<file path="src/rtl/uart_hbi_pkg.sv">
package uart_hbi_pkg;
  parameter int DATA_W = 8;
  parameter int BAUD_W = 3;

  localparam int STAT_TXE_BIT = DATA_W - 1;
  localparam int STAT_RXF_BIT = DATA_W - 2;
  localparam int STAT_OVR_BIT = DATA_W - 3;
  localparam int CTRL_TIE_BIT = DATA_W - 1;
  localparam int CTRL_RIE_BIT = DATA_W - 2;

  typedef enum logic [2:0] {
    ACC_IDLE,
    ACC_RD_RX,
    ACC_WR_TX,
    ACC_RD_STAT,
    ACC_WR_NOP,
    ACC_RD_CTRL,
    ACC_WR_CTRL
  } acc_e;

  typedef struct packed {
    logic              tx_ie;
    logic              rx_ie;
    logic [BAUD_W-1:0] baud;
  } ctrl_t;
endpackage

</file>
<file path="src/rtl/hbi_decode.sv">
module hbi_decode
  import uart_hbi_pkg::*;
(
  input  logic       cs_i,
  input  logic       wr_i,
  input  logic [1:0] addr_i,
  output acc_e       acc_o
);
  always_comb begin
    acc_o = ACC_IDLE;
    if (cs_i) begin
      unique casez ({addr_i, wr_i})
        3'b00_0: acc_o = ACC_RD_RX;
        3'b00_1: acc_o = ACC_WR_TX;
        3'b01_0: acc_o = ACC_RD_STAT;
        3'b01_1: acc_o = ACC_WR_NOP;
        3'b1?_0: acc_o = ACC_RD_CTRL;
        3'b1?_1: acc_o = ACC_WR_CTRL;
        default: acc_o = ACC_IDLE;
      endcase
    end
  end
endmodule

</file>
<file path="src/rtl/hbi_regs.sv">
module hbi_regs
  import uart_hbi_pkg::*;
(
  input  logic              clk_i,
  input  logic              rst_ni,
  input  acc_e              acc_i,
  input  logic [DATA_W-1:0] wdata_i,
  output ctrl_t             ctrl_o,
  output logic [DATA_W-1:0] tx_data_o,
  output logic              tx_load_o
);
  ctrl_t ctrl_q;

  always_ff @(posedge clk_i or negedge rst_ni) begin
    if (!rst_ni) begin
      ctrl_q    <= '0;
      tx_data_o <= '0;
      tx_load_o <= 1'b0;
    end else begin
      tx_load_o <= (acc_i == ACC_WR_TX);
      if (acc_i == ACC_WR_TX) tx_data_o <= wdata_i;
      if (acc_i == ACC_WR_CTRL) begin
        ctrl_q.tx_ie <= wdata_i[CTRL_TIE_BIT];
        ctrl_q.rx_ie <= wdata_i[CTRL_RIE_BIT];
        ctrl_q.baud  <= wdata_i[BAUD_W-1:0];
      end
    end
  end

  assign ctrl_o = ctrl_q;

  assert_nop_write_R4: assert property (@(posedge clk_i) disable iff (!rst_ni)
    (acc_i == ACC_WR_NOP) |=> ($stable(ctrl_q) && $stable(tx_data_o) && !tx_load_o));
  assert_tx_capture_R2: assert property (@(posedge clk_i) disable iff (!rst_ni)
    (acc_i == ACC_WR_TX) |=> (tx_load_o && tx_data_o == $past(wdata_i)));
  assert_idle_hold_R10: assert property (@(posedge clk_i) disable iff (!rst_ni)
    (acc_i == ACC_IDLE) |=> ($stable(ctrl_q) && !tx_load_o));
endmodule

</file>
<file path="src/rtl/hbi_rdmux.sv">
module hbi_rdmux
  import uart_hbi_pkg::*;
(
  input  logic              clk_i,
  input  logic              rst_ni,
  input  acc_e              acc_i,
  input  logic [DATA_W-1:0] rx_data_i,
  input  logic              tx_empty_i,
  input  logic              rx_full_i,
  input  logic              overrun_i,
  input  ctrl_t             ctrl_i,
  output logic [DATA_W-1:0] rdata_o,
  output logic              rdata_oe_o,
  output logic              rx_read_o
);
  logic [DATA_W-1:0] stat_w, ctrl_w;

  always_comb begin
    stat_w = '0;
    stat_w[STAT_TXE_BIT] = tx_empty_i;
    stat_w[STAT_RXF_BIT] = rx_full_i;
    stat_w[STAT_OVR_BIT] = overrun_i;
    ctrl_w = '0;
    ctrl_w[CTRL_TIE_BIT] = ctrl_i.tx_ie;
    ctrl_w[CTRL_RIE_BIT] = ctrl_i.rx_ie;
    ctrl_w[BAUD_W-1:0]   = ctrl_i.baud;
  end

  always_comb begin
    rdata_o    = '0;
    rdata_oe_o = 1'b1;
    unique case (acc_i)
      ACC_RD_RX:   rdata_o = rx_data_i;
      ACC_RD_STAT: rdata_o = stat_w;
      ACC_RD_CTRL: rdata_o = ctrl_w;
      default:     rdata_oe_o = 1'b0;
    endcase
  end

  assign rx_read_o = (acc_i == ACC_RD_RX);

  assert_stat_pad_R3: assert property (@(posedge clk_i) disable iff (!rst_ni)
    (acc_i == ACC_RD_STAT) |-> (rdata_o[STAT_OVR_BIT-1:0] == '0));
  assert_quiet_bus_R6: assert property (@(posedge clk_i) disable iff (!rst_ni)
    !rdata_oe_o |-> (rdata_o == '0 && !rx_read_o));
endmodule

</file>
<file path="src/rtl/hbi_irq.sv">
module hbi_irq
  import uart_hbi_pkg::*;
(
  input  logic  clk_i,
  input  logic  rst_ni,
  input  ctrl_t ctrl_i,
  input  logic  tx_empty_i,
  input  logic  rx_full_i,
  input  logic  overrun_i,
  output logic  irq_o
);
  logic rx_req, tx_req;
  assign rx_req = ctrl_i.rx_ie & (rx_full_i | overrun_i);
  assign tx_req = ctrl_i.tx_ie & tx_empty_i;
  assign irq_o  = rx_req | tx_req;

  assert_rx_irq_R8: assert property (@(posedge clk_i) disable iff (!rst_ni)
    (ctrl_i.rx_ie && overrun_i) |-> irq_o);
  assert_tx_irq_R9: assert property (@(posedge clk_i) disable iff (!rst_ni)
    (!ctrl_i.tx_ie && !ctrl_i.rx_ie) |-> !irq_o);
endmodule

</file>
<file path="src/rtl/uart_host_bus_if.sv">
module uart_host_bus_if
  import uart_hbi_pkg::*;
(
  input  logic              clk_i,
  input  logic              rst_ni,
  input  logic              cs_i,
  input  logic              wr_i,
  input  logic [1:0]        addr_i,
  input  logic [DATA_W-1:0] wdata_i,
  output logic [DATA_W-1:0] rdata_o,
  output logic              rdata_oe_o,
  output logic [DATA_W-1:0] tx_data_o,
  output logic              tx_load_o,
  input  logic [DATA_W-1:0] rx_data_i,
  output logic              rx_read_o,
  input  logic              tx_empty_i,
  input  logic              rx_full_i,
  input  logic              overrun_i,
  output logic [BAUD_W-1:0] baud_sel_o,
  output logic              irq_o
);
  acc_e  acc;
  ctrl_t ctrl;

  hbi_decode u_dec (.cs_i(cs_i), .wr_i(wr_i), .addr_i(addr_i), .acc_o(acc));

  hbi_regs u_regs (
    .clk_i(clk_i), .rst_ni(rst_ni), .acc_i(acc), .wdata_i(wdata_i),
    .ctrl_o(ctrl), .tx_data_o(tx_data_o), .tx_load_o(tx_load_o)
  );

  hbi_rdmux u_mux (
    .clk_i(clk_i), .rst_ni(rst_ni), .acc_i(acc), .rx_data_i(rx_data_i),
    .tx_empty_i(tx_empty_i), .rx_full_i(rx_full_i), .overrun_i(overrun_i),
    .ctrl_i(ctrl), .rdata_o(rdata_o), .rdata_oe_o(rdata_oe_o), .rx_read_o(rx_read_o)
  );

  hbi_irq u_irq (
    .clk_i(clk_i), .rst_ni(rst_ni), .ctrl_i(ctrl), .tx_empty_i(tx_empty_i),
    .rx_full_i(rx_full_i), .overrun_i(overrun_i), .irq_o(irq_o)
  );

  assign baud_sel_o = ctrl.baud;

  assert_oe_on_read_R1: assert property (@(posedge clk_i) disable iff (!rst_ni)
    (cs_i && !wr_i) |-> rdata_oe_o);
  assert_oe_not_write_R6: assert property (@(posedge clk_i) disable iff (!rst_ni)
    (wr_i || !cs_i) |-> !rdata_oe_o);
endmodule

</file>
<file path="config.mk">
export PLATFORM = sky130hd
export DESIGN_NAME = uart_host_bus_if
export DESIGN_NICKNAME = d
export VERILOG_FILES = /design/src/rtl/uart_hbi_pkg.sv /design/src/rtl/hbi_decode.sv /design/src/rtl/hbi_regs.sv /design/src/rtl/hbi_rdmux.sv /design/src/rtl/hbi_irq.sv /design/src/rtl/uart_host_bus_if.sv
export SDC_FILE = /design/constraint.sdc
export NUM_CORES = 1
export LEC_CHECK = 0
export ABC_CLOCK_PERIOD_IN_PS = 3630
export CORE_AREA = 3 3 49 51
export CTS_BUF_LIST = sky130_fd_sc_hd__clkbuf_16
export DETAILED_ROUTE_END_ITERATION = 16
export DIE_AREA = 0 0 52 54
export PLACE_DENSITY_LB_ADDON = 0.12
export SLEW_MARGIN = 20
export SYNTH_ARGS = -nofsm -noshare
export SYNTH_HDL_FRONTEND = slang
export SYNTH_HIERARCHICAL = 1
export SYNTH_SLANG_ARGS = --single-unit
</file>
<file path="constraint.sdc">
create_clock -name clk_i -period 3.63 [get_ports clk_i]
set_input_delay 0.726 -clock clk_i [delete_from_list [all_inputs] [get_ports clk_i]]
set_output_delay 0.726 -clock clk_i [all_outputs]
set_load 0.005 [all_outputs]
</file>
# [Yosys cells after proc, flatten, opt, wreduce, memory -nomap -nowiden]
# Cells that the tools add are included.
[word_totals] ff_bits=14 inputBits=25 output_inout_bits=23 elab_cells=25
[classes] eq_ne=10 mux=4 bitwise=4 reduce_logical=2
[ops] cell="8-bit case mux with 3 select lines" n=1
[ops] cell="3-bit case mux with 6 select lines" n=1
[ops] cell="3-bit by 2-bit equality test with 1-bit output, second input constant" n=4
[ops] cell="3-bit by 1-bit equality test with 1-bit output, second input constant" n=2
[ops] cell="3-bit equality test, second input constant" n=2
[ops] cell="2-bit equality test, second input constant" n=2
[ops] cell="3-bit zero test" n=1
[ops] cell="3-bit 2-to-1 mux" n=1
[ops] cell="3-bit OR reduction" n=1
[ops] cell="1-bit AND" n=2
[ops] cell="1-bit bitwise OR" n=2
[ops] cell="1-bit 2-to-1 mux" n=1

# [Longest topological paths before layout]
# Gate-level depths: netlist of the first run.
[logic_depth] ltp_word=6 mapped_depth=6 ltp_nobuf=5

# [Hierarchy]
# Netlist of the first run, hierarchy kept.
[by_module_without_submodules] module="hbi_regs" n_inst=1 cells_per_inst=30 area_each_um2=528.0 seq_area_each_um2=350.3
[by_module_without_submodules] module="hbi_rdmux" n_inst=1 cells_per_inst=22 area_each_um2=180.2 seq_area_each_um2=0.0
[by_module_without_submodules] module="hbi_decode" n_inst=1 cells_per_inst=6 area_each_um2=55.1 seq_area_each_um2=0.0
[by_module_without_submodules] module="hbi_irq" n_inst=1 cells_per_inst=3 area_each_um2=12.5 seq_area_each_um2=0.0

# [Least setup slack after synthesis of the first run]
# OpenSTA, ideal clock, no wires.
[synth_timing] path_type="input to output" start="input cs_i" end="output rdata_o[3]" t_arrival_ps=1632 t_required_ps=2904 slack_ps=1272 stages=5 path_buffers=0 cell_sequence="nor2b_2 -> mux2_4 -> nand2b_4 -> nor2_4 -> and2_4"
[synth_via] elab_chain_cells=3 elab_cells_between_ends=5 cone_classes="eq/ne (3); mux (2)"
[synth_lines] item="start: declaration" line_no="uart_host_bus_if.sv:6" text="input logic cs_i,"
[synth_lines] item="3-bit 2-to-1 mux" line_no="hbi_decode.sv:11" text="if (cs_i) begin"
[synth_lines] item="named net acc[1]" line_no="uart_host_bus_if.sv:22" text="acc_e acc;"
[synth_lines] item="3-bit by 1-bit equality test with 1-bit output"
[synth_lines] item="named net rx_read_o" line_no="uart_host_bus_if.sv:15" text="output logic rx_read_o,"
[synth_lines] item="8-bit case mux with 3 select lines" line_no="hbi_rdmux.sv:32" text="unique case (acc_i)"
[synth_lines] item="end: declaration" line_no="uart_host_bus_if.sv:10" text="output logic [DATA_W-1:0] rdata_o,"
# The timed path passes the listed nets, and every way through them passes these cells.

# [Worst setup path in the final report of the first run]
[layout_timing] start="input cs_i" end="output rdata_o[6]"
[layout_via] elab_chain_cells=3 elab_cells_between_ends=5 cone_classes="eq/ne (3); mux (2)"
[layout_lines] item="3-bit 2-to-1 mux *" line_no="hbi_decode.sv:11"
[layout_lines] item="named net acc[0]" line_no="uart_host_bus_if.sv:22"
[layout_lines] item="3-bit equality test, or another cell as far along" line_no="hbi_rdmux.sv:32"
[layout_lines] item="8-bit case mux with 3 select lines *" line_no="hbi_rdmux.sv:32"
# The timed path passes the listed nets; every way through them passes the cells marked *.

==> flow_summary.yaml, run 1 <==
logic_synthesis:
  synthesis.nets: 86
  ys_ff_latch: 14
  yosysWarnings: 6
  syn_inst: 61
  yosysTopAreaCellShare: 0.452
  synth_cell_types: 18
  yosysTopAreaCell: "dfrtp_1"
  netlist_top_cells_area: "dfrtp_1, mux2_2, mux2i_1, nand2b_4, and2_1"
  yosysSeqAreaShare: 0.452
  netlist_area_sq_um: 776
  avgSynthCellArea_sq_um: 12.7
layout:
  layout-drive-gt1-share: 0.234
  final_common_cell: "clkdlybuf4s50_1"
  instances_no_fill: 138
  syn_to_final_growth_pct: 73.7
  antennaDiodeCount: 0
  final_cell_mix: "clkdlybuf4s50_1, dfrtp_1, mux2_2"
  fin_nets: 138
  fin_util: 0.680
timing:
  fin_hold_ws_ns: 0.504
  fin_crit_sh: 0.919
  period_needed_ns: 3.33
  slew_violations: 0
  setup_viol: 0
  fmax_mhz: 300
  hold_viol: 0
  rsz0062_at_grt: "false"
  relSlewSlack: 0.606
  fin_skew_ns: 0
  tns_ns: 0
  worst_pin_slew_ns: 0.590
power:
  vdd_drop_max_mv: 0.402
  power_density_mw_per_mm2: 455
  power_mw: 0.613
  p_leak_nw: 0.548
global_routing:
  grt_max_degree: 15
  grt_pass1_wl_mm: 2.89
  antenna_found_initial: 0
  grt_pass1_vias: 687
  track_usage: 0.143
  overflow: 0
placed_design:
  routabilityCongestion: 0.681
  dp_hpwl_mm: 1.39
  dp.cells: 135
  numPortBuffers: 47
route:
  route.detailed.drc: 0
  num_vias: 652
  drt.antenna.violating_nets: 0
  dr.first_iter.drc_count: 4
  wirelength_mm: 1.75
  vias_per_cell: 4.72
  wire_per_inst_um: 12.7
  dr.pass1.iters: 2
cts:
  cts_resized: 0
  clk_pin_slew_ns: 0.04
  post_cts_buffers: 0
  root_buffer: "clkbuf_16"
  cts_tree: "yes"
  cts.sinks: 14
  clock_latency_ns: 0.24
  clk_path_buf_depth: 2
  cts_inserted_buffers: 3
  hold_buffers: 0
  cts-htree-levels: 1
floorplanning:
  core_region_area_sq_mm: 0.00198
  io-pin-count: 48
  start_util: 0.391
  die_area_sq_mm: 0.00281
  die_x_um: 52
  fp-row-count: 16
  die_height_um: 54
outcome:
  outcome: "completed"
hold_path:
  hold_class: "flip-flop to flip-flop"
setup_path:
  worstSetupPathType: "input port to primary output"
  start_kind: "input port"
  worstPathRequired_ns: 2.90
  path_max_fanout: 9
  arrival_ns: 2.61
  worstSetupEndpointType: "primary output"
job:
  drv_cap: 0
[path summary, 6_finish.rpt]
check / startpoint / endpoint / slack (ns) / cells after the start
max: cs_i / rdata_o[6] / 0.30 / 7
min: u_regs/tx_data_o[3]$_DFFE_PN0N_ / u_regs/tx_data_o[3]$_DFFE_PN0N_ / 0.50 / 1
max reg2reg: u_regs/ctrl_o[3]$_DFFE_PN0N_ / u_regs/ctrl_o[3]$_DFFE_PN0N_ / 2.85 / 1
min reg2reg: u_regs/tx_data_o[3]$_DFFE_PN0N_ / u_regs/tx_data_o[3]$_DFFE_PN0N_ / 0.50 / 1
max in group asynchronous: rst_ni / u_regs/tx_data_o[7]$_DFFE_PN0N_ / 2.38 / 1
min in group asynchronous: rst_ni / u_regs/tx_data_o[1]$_DFFE_PN0N_ / 0.86 / 1
[Yosys cell counts, drive strengths merged]
cell type and number:
dfrtp 14, mux2 14, mux2i 6, and2 5, nor2 4, nand3b 3
o21ai 3, buf 2, nand2 2, nand2b 2, nor2b 2, nor3b 2
a21boi 1, a21oi 1
[area by class of cell]
type | instances | area (sq um)
fill | 155 | 634
timing repair buffer | 49 | 485
clock buffer | 3 | 75.1
multi-input combinational | 45 | 403
tap | 27 | 33.8
sequential | 14 | 350
[per-layer routing]
layer	GRT usage	routed length, um	share of wire
met5	0	0	0
met4	0.118	57	0.033
met3	0.0305	145	0.083
met2	0.241	841	0.48
met1	0.155	708	0.40
[worst max-delay path, stage by stage]
cell and delay [ns]:
clkdlybuf4s50_1 0.49, nor2b_2 0.33, mux2_4 0.27, nand3b_1 0.09, o21ai_1 0.08, and2_1 0.13
clkdlybuf4s50_1 0.49
[sequential cells by signal, indices dropped and copies added (netlist names)]
name,cells
u_regs/tx_data_o,8
u_regs/ctrl_o,5
u_regs/tx_load_o,1
[power by group]
part           internal [mW]  switching [mW]  total [mW]
Sequential             0.196          0.0237       0.219
Combinational          0.137          0.0555       0.193
Clock                  0.143          0.0570       0.201
Total                  0.476           0.136       0.613
[logic make-up (layout without fill, tap and decap cells)]
family,Yosys count,in the layout,synth area share
AOI/OAI and AO/OA,5,5,0.0355
buffers and inverters,2,52,0.0290
DFF,14,14,0.452
muxes,20,20,0.285
and+or+nand+nor,20,20,0.198
[per-stage QoR]
step,area (sq um),setup WS [ns]
detailed placement,1270,0.276
CTS,1350,0.278
global route,1350,0.119
floorplan,776,1.27
global placement,1270,0.334
finish,1350,0.296
No activity file was read; power rests on OpenSTA's default activity.
==> run 2: changes to the inputs <==
Settings changed: ABC_CLOCK_PERIOD_IN_PS 3630 to not set, CELL_PAD_IN_SITES_DETAIL_PLACEMENT set to 1, CELL_PAD_IN_SITES_GLOBAL_PLACEMENT set to 1, CORE_AREA 3 3 49 51 to 3 3 57 59, DIE_AREA 0 0 52 54 to 0 0 60 62.
==> flow_summary.yaml, run 2 (synthesized netlist as in run 1, its figures left out) <==
layout:
  multi_input_area_sq_um: 403
  final_common_cell: "clkdlybuf4s50_1"
  final_cell_mix: "clkdlybuf4s50_1, dfrtp_1, mux2_2"
  fin_util: 0.490
  sequential_cell_area_sq_um: 350
  antennaDiodeCount: 0
  largest_register_ffs: 8
  layout-drive-gt1-share: 0.234
  syn_to_final_growth_pct: 74.4
  nFillCells: 309
  fin_nets: 138
  top_register: "u_regs/tx_data_o"
global_routing:
  track_usage: 0.107
  grt_pass1_wl_mm: 3.04
  grt_pass1_vias: 675
  overflow: 0
  antenna_found_initial: 0
  grt_max_degree: 15
placed_design:
  pre_cts_ws_ns: 0.273
  numPortBuffers: 47
  routabilityCongestion: 0.692
  dp_hpwl_mm: 1.55
route:
  route.detailed.drc: 0
  num_vias: 669
  dr.first_iter.drc_count: 31
  dr.pass1.iters: 2
  wirelength_mm: 1.91
  wire_per_inst_um: 13.4
  vias_per_cell: 4.71
  drt.antenna.violating_nets: 0
setup_path:
  worstSetupStartpoint: "cs_i"
  cp_common_cell: "clkdlybuf4s50_1"
  worstSetupEndpointType: "primary output"
  critical-path-max-stage-delay_ns: 0.50
  path_max_fanout: 9
  worstPathRequired_ns: 2.90
  worstSetupPathType: "input port to primary output"
  arrival_ns: 2.61
  crit_chain: "clkdlybuf4s50_1 > nor2b_2 > mux2_4 > nand3b_1 > o21ai_1 > and2_1 > clkdlybuf4s50_1"
  crit_slowest_cell: "clkdlybuf4s50_1"
  timing.rr.start: "u_regs/ctrl_o[3]$_DFFE_PN0N_"
  start_kind: "input port"
cts:
  cts_inserted_buffers: 3
  clock_latency_ns: 0.24
  clk_pin_slew_ns: 0.04
  cts_resized: 0
  cts-htree-levels: 1
  clk_path_buf_depth: 2
  root_buffer: "clkbuf_16"
  hold_buffers: 0
  cts_tree: "yes"
  cts.sinks: 14
  post_cts_buffers: 0
timing:
  worst_pin_slew_ns: 0.606
  fin_skew_ns: 0
  fin_crit_sh: 0.920
  rsz0062_at_grt: "false"
  fmax_mhz: 300
  setup_viol: 0
  slew_violations: 0
  period_needed_ns: 3.34
  setup_ws_ns: 0.291
  fin_hold_ws_ns: 0.501
  hold_viol: 0
  relSlewSlack: 0.595
  tns_ns: 0
floorplanning:
  io-pin-count: 48
  fp-row-count: 19
  die_area_sq_mm: 0.00372
  die_x_um: 60
  core_region_area_sq_mm: 0.00276
  start_util: 0.281
  die_height_um: 62
outcome:
  outcome: "completed"
job:
  drv_cap: 0
power:
  power_mw: 0.611
  power_density_mw_per_mm2: 451
  vdd_drop_max_mv: 0.373
  p_leak_nw: 0.548
hold_path:
  hold_class: "flip-flop to flip-flop"
  min-delay-start: "u_regs/tx_data_o[5]$_DFFE_PN0N_"
==> run 2: power by group <==
part           switching [mW]  total [mW]  internal [mW]
sequential             0.0244       0.220          0.196
combinational          0.0559       0.193          0.137
clock                  0.0540       0.197          0.143
==> run 2: critical path: cells and delay by family <==
kind / cells / cell delay [ns]
buffers and inverters: 2 / 0.98
and+or+nand+nor: 3 / 0.56
muxes: 1 / 0.28
AOI/OAI and AO/OA: 1 / 0.07
==> run 2: per-stage QoR <==
stage	area, sq um	std cells
floorplan	776	61
global placement	1280	139
detailed placement	1280	139
CTS	1350	142
global route	1350	142
finish	1350	142
==> run 2: final timing paths <==
check / to / slack (ns) / cells past startpoint
max: rdata_o[6] / 0.29 / 7
min: u_regs/tx_data_o[5]$_DFFE_PN0N_ / 0.50 / 1
max reg2reg: u_regs/ctrl_o[3]$_DFFE_PN0N_ / 2.85 / 1
min reg2reg: u_regs/tx_data_o[5]$_DFFE_PN0N_ / 0.50 / 1
max in group asynchronous: u_regs/ctrl_o[3]$_DFFE_PN0N_ / 2.36 / 1
min in group asynchronous: u_regs/tx_load_o$_DFF_PN0_ / 0.87 / 1
==> run 2: area by class of cell <==
| class | count | share of cell area |
|---|---|---|
| repair buffers | 49 | 0.359 |
| multi-input cells | 45 | 0.298 |
| flip-flops and latches | 14 | 0.259 |
| clock buffers | 3 | 0.0555 |
| well taps | 31 | 0.0287 |
==> run 2: metal layers <==
layer  global-route usage  part of all wire  vias up  wire length, um
met5                    0                 0        -                0
met4               0.0380                 0        0                0
met3               0.0310              0.11        0              209
met2                0.185              0.49       30              926
met1                0.126              0.40      319              770
li1                     -                 -      320                -
